### src/rtl/irq_nest_ctrl.sv
module irq_nest_ctrl #(
  parameter int NSRC = 5,
  parameter int NLVL = 4,
  localparam int IW = $clog2(NSRC)
) (
  input  logic            clk,
  input  logic            rst_n,
  input  logic [NSRC-1:0] src_req,
  input  logic            reg_we,
  input  logic [1:0]      reg_sel,
  input  logic [7:0]      reg_wdata,
  output logic [7:0]      reg_rdata,
  output logic            irq_req,
  output logic [IW-1:0]   irq_idx,
  input  logic            irq_ack,
  input  logic            irq_ret
);
  logic            en_all;
  logic [NSRC-1:0] en_src, plo, phi, elig;
  logic [NLVL-1:0] isr, isr_nx;
  logic [1:0]      req_lvl, win_lvl, top_lvl;
  logic [IW-1:0]   win_idx;
  logic            win_vld, allow;
  logic            unused_wbits;

  assign unused_wbits = ^reg_wdata[6:5];
  assign elig = src_req & en_src & {NSRC{en_all}};

  always_comb begin
    win_vld = 1'b0;
    win_idx = '0;
    win_lvl = '0;
    for (int i = 0; i < NSRC; i++)
      if (elig[i] && (!win_vld || {phi[i], plo[i]} > win_lvl)) begin
        win_vld = 1'b1;
        win_idx = i[IW-1:0];
        win_lvl = {phi[i], plo[i]};
      end
  end

  always_comb begin
    top_lvl = '0;
    for (int l = 0; l < NLVL; l++)
      if (isr[l]) top_lvl = l[1:0];
  end

  assign allow = (isr == '0) || (win_lvl > top_lvl);

  always_comb begin
    isr_nx = isr;
    if (irq_ret && isr != '0) isr_nx[top_lvl] = 1'b0;
    if (irq_req && irq_ack) isr_nx[req_lvl] = 1'b1;
  end

  always_ff @(posedge clk or negedge rst_n)
    if (!rst_n) begin
      en_all <= 1'b0;
      en_src <= '0;
      plo    <= '0;
      phi    <= '0;
    end else if (reg_we) begin
      case (reg_sel)
        2'd0: begin en_all <= reg_wdata[7]; en_src <= reg_wdata[NSRC-1:0]; end
        2'd1: plo <= reg_wdata[NSRC-1:0];
        2'd2: phi <= reg_wdata[NSRC-1:0];
        default: ;
      endcase
    end

  always_ff @(posedge clk or negedge rst_n)
    if (!rst_n) begin
      irq_req <= 1'b0;
      irq_idx <= '0;
      req_lvl <= '0;
      isr     <= '0;
    end else begin
      isr <= isr_nx;
      if (irq_req) begin
        if (irq_ack) irq_req <= 1'b0;
      end else if (win_vld && allow) begin
        irq_req <= 1'b1;
        irq_idx <= win_idx;
        req_lvl <= win_lvl;
      end
    end

  always_comb
    case (reg_sel)
      2'd0:    reg_rdata = {en_all, {(7-NSRC){1'b0}}, en_src};
      2'd1:    reg_rdata = {{(8-NSRC){1'b0}}, plo};
      2'd2:    reg_rdata = {{(8-NSRC){1'b0}}, phi};
      default: reg_rdata = 8'h00;
    endcase
endmodule

### config.mk
export PLATFORM = sky130hd
export DESIGN_NAME = irq_nest_ctrl
export DESIGN_NICKNAME = d
export VERILOG_FILES = /design/src/rtl/irq_nest_ctrl.sv
export SDC_FILE = /design/constraint.sdc
export NUM_CORES = 1
export LEC_CHECK = 0
export ABC_CLOCK_PERIOD_IN_PS = 19070
export BUFFER_PORTS_ARGS = -buffer_cell sky130_fd_sc_hd__buf_4
export CORE_MARGIN = 2
export CORE_UTILIZATION = 30
export CTS_CLUSTER_DIAMETER = 60
export DETAILED_ROUTE_END_ITERATION = 16
export GPL_TIMING_DRIVEN = 0
export PLACE_DENSITY = 0.47
export SYNTH_ARGS = -nofsm -noshare
export SYNTH_HDL_FRONTEND = slang
export SYNTH_SLANG_ARGS = --single-unit
### constraint.sdc
create_clock -name clk -period 19.07 [get_ports clk]
set_input_delay 1.907 -clock clk [delete_from_list [all_inputs] [get_ports clk]]
set_output_delay 1.907 -clock clk [all_outputs]
set_load 0.005 [all_outputs]
==> flow_metrics.py <==
metrics = {
    "logic_synthesis": {
        "synthCells": 172,
        "synth_seq_cells": 26,
        "avgSynthCellArea_um2": 9.66,
        "synth_top_area_frac": 0.392,
        "ys_types": 38,
        "synthTopCellsByArea": "dfrtp_1 (39%), mux2_2 (12%), ha_1 (7.5%), nand2_1 (5.2%), mux2i_1 (4.2%)",
        "synth_area_leader_cell": "dfrtp_1",
        "synthesis.area_um2": 1660,
        "yosysWarnings": 0,
        "yosysSeqAreaShare": 0.392,
    },
    "drt": {
        "drt_wl_total_um": 3540,
        "drt_iter0_drc": 25,
        "route.vias.total": 1296,
        "dr.pass1.iters": 4,
        "wl_per_cell_um": 12.9,
        "ant_nets": 0,
        "viasPerCell": 4.73,
        "drc": 0,
    },
    "power_and_ir_drop": {
        "power.share.combinational": 0.360,
        "p_int_uw": 131,
        "irDropWorstVdd_uv": 54.1,
        "total_power_uw": 198,
        "leakagePower_nw": 0.969,
        "power_density_nw_per_um2": 98.3,
        "p_switching_uw": 66.6,
        "pwr-share-clk": 0.235,
        "switching_share": 0.337,
        "seq_power_share": 0.405,
    },
    "critical_path": {
        "critPathMaxStageDelay_ps": 410,
        "r2r_slack_ps": 12280,
        "cp.required_ps": 19260,
        "critical_path.max_fanout": 8,
        "r2r_start": "en_all",
        "end_kind": "flop",
        "worstSetupStartpointType": "input port",
        "arrival_ps": 8090,
        "worstSetupPathType": "in -> reg",
        "critPathSlowestCell": "mux2_2",
        "cp_common_cell": "ha_1",
        "cp.buffers_inverters": 2,
        "worstSetupStartpoint": "src_req[0]",
        "critPathTopFamily": "compound AO/OA/AOI/OAI gates",
    },
    "placed_design": {
        "port_buffers": 25,
        "place.gp.congestion": 0.755,
        "dpl.cell_count": 270,
        "dp_hpwl_um": 2780,
        "dpl_cell_area_um2": 1940,
        "pre_cts_slack_ps": 10940,
    },
    "timing": {
        "rsz0062_at_grt": "false",
        "totalNegativeSetupSlack_ps": 0,
        "post-route-period-util": 0.414,
        "period_needed_ps": 7900,
        "setup_viol": 0,
        "drv_slew": 0,
        "tightest_slew_ps": 558,
        "setup_slack_ps": 11170,
        "fmax_mhz": 127,
        "whs_ps": 481,
        "finalClockSkew_ps": 4.53,
        "hold_violations": 0,
        "slew_headroom": 0.626,
    },
    "cells_and_area": {
        "antenna_cells": 0,
        "drive_gt1_frac": 0.282,
        "nets": 233,
        "stdcell_count": 274,
        "final_common_cell": "buf_4",
        "final_area_um2": 2010,
        "final_cell_mix": "buf_4 (27), dfrtp_1 (26), nand2_1 (23)",
        "area_growth_pct": 21.2,
        "fillers": 570,
        "multi_input_area_um2": 927,
        "layout.area.seq_um2": 651,
        "post-route-util": 0.370,
    },
    "cts": {
        "cts_hold_buffers": 0,
        "cts-htree-levels": 1,
        "clockBufferDepth": 2,
        "cts_buffers": 3,
        "root_buffer": "clkbuf_8",
        "post-cts-setup-buffers": 0,
        "insertion_delay_ps": 270,
        "cts-resized-gates": 0,
        "cts_tree": "done",
        "cts_sinks": 26,
        "cts.clk_slew.worst_paths_ps": 90,
    },
    "grt": {
        "grt_pass1_wl_um": 6190,
        "grt_antenna_before_repair": 0,
        "overflow": 0,
        "grt_usage": 0.124,
        "grt_pass1_vias": 1339,
        "grt_max_degree": 27,
    },
    "min_path": {
        "hp-start": "irq_idx[2]",
        "min_path_type": "reg -> reg",
    },
    "die": {
        "num_rows": 27,
        "fp.dieH_um": 78.4,
        "die_w_um": 78.4,
        "initial_utilization": 0.305,
        "die-area_um2": 6150,
        "design.portCount": 32,
        "design.core.area_um2": 5440,
    },
    "run": {
        "max-cap-violations": 0,
    },
    "run_status": {
        "status": "completed",
    },
}
[metal layers]
metal / global-route usage / share of wire / vias to the layer above
met5: 0 / 0 / -
li1: - / - / 671
met2: 0.207 / 0.46 / 26
met3: 0.0241 / 0.040 / 2
met1: 0.173 / 0.50 / 597
met4: 0.0158 / 0.0048 / 0
[worst paths after layout]
check,endpoint,cells past startpoint
worst max-delay path,req_lvl[1],31
worst min-delay path,irq_idx[2],2
worst max register to register,req_lvl[1],30
worst min register to register,irq_idx[2],2
max in group asynchronous,phi[4],1
min in group asynchronous,irq_idx[2],1
[cell usage after synthesis (all sizes together)]
library cell,count
and3,4
nand2,23
o21ai,16
a211oi,1
nand3,2
nand4,1
dfrtp,26
o2bb2ai,1
o211ai,3
inv,16
o211a,2
a21o,1
nand3b,1
a21boi,1
or2,2
mux2,17
o221ai,2
o31ai,5
nor2b,5
conb,1
a22o,1
nor2,5
nor3b,1
mux2i,7
ha,10
and2,2
or3,1
o21a,2
nor3,1
a21oi,6
clkbuf,2
buf,3
a2bb2oi,1
[layout make-up]
| cell class | count | share of cell area |
|---|---|---|
| multi-input cells | 126 | 0.460 |
| well taps | 72 | 0.0447 |
| flip-flops and latches | 26 | 0.323 |
| inverters | 16 | 0.0298 |
| plain buffers | 5 | 0.0137 |
| repair buffers | 25 | 0.0932 |
| clock inverters | 1 | 0.0149 |
| clock buffers | 3 | 0.0205 |
[power groups by stage]
stage | registers, mW | clock network (mW) | logic (mW)
final | 0.0802 | 0.0465 | 0.0712
after global routing | 0.0824 | 0.0504 | 0.0818
after CTS | 0.0803 | 0.0476 | 0.0721
after detailed placement | 0.0814 | 0 | 0.0713
after global placement | 0.0816 | 0 | 0.0711
after floorplan | 0.0780 | 0 | 0.0492
[tightest hold or removal path, stage by stage (launching register included)]
cell and delay, ps:
dfrtp_1 350, nand2_1 50, nand2_1 50
[state kept, by name, summed over array words and instances, names as in the netlist]
signal,flops
en_src,5
phi,5
plo,5
isr,4
irq_idx,3
req_lvl,2
en_all,1
irq_req,1
[cells by family after synthesis]
| logic type | Yosys count | synth area share |
|---|---|---|
| mux | 24 | 0.157 |
| flops | 26 | 0.392 |
| buf+inv | 21 | 0.0527 |
| compound gates | 42 | 0.175 |
| other cells | 1 | 0.00226 |
| simple gates | 48 | 0.145 |
| fa+ha+maj | 10 | 0.0753 |
No activity file was read; power rests on OpenSTA's default activity.
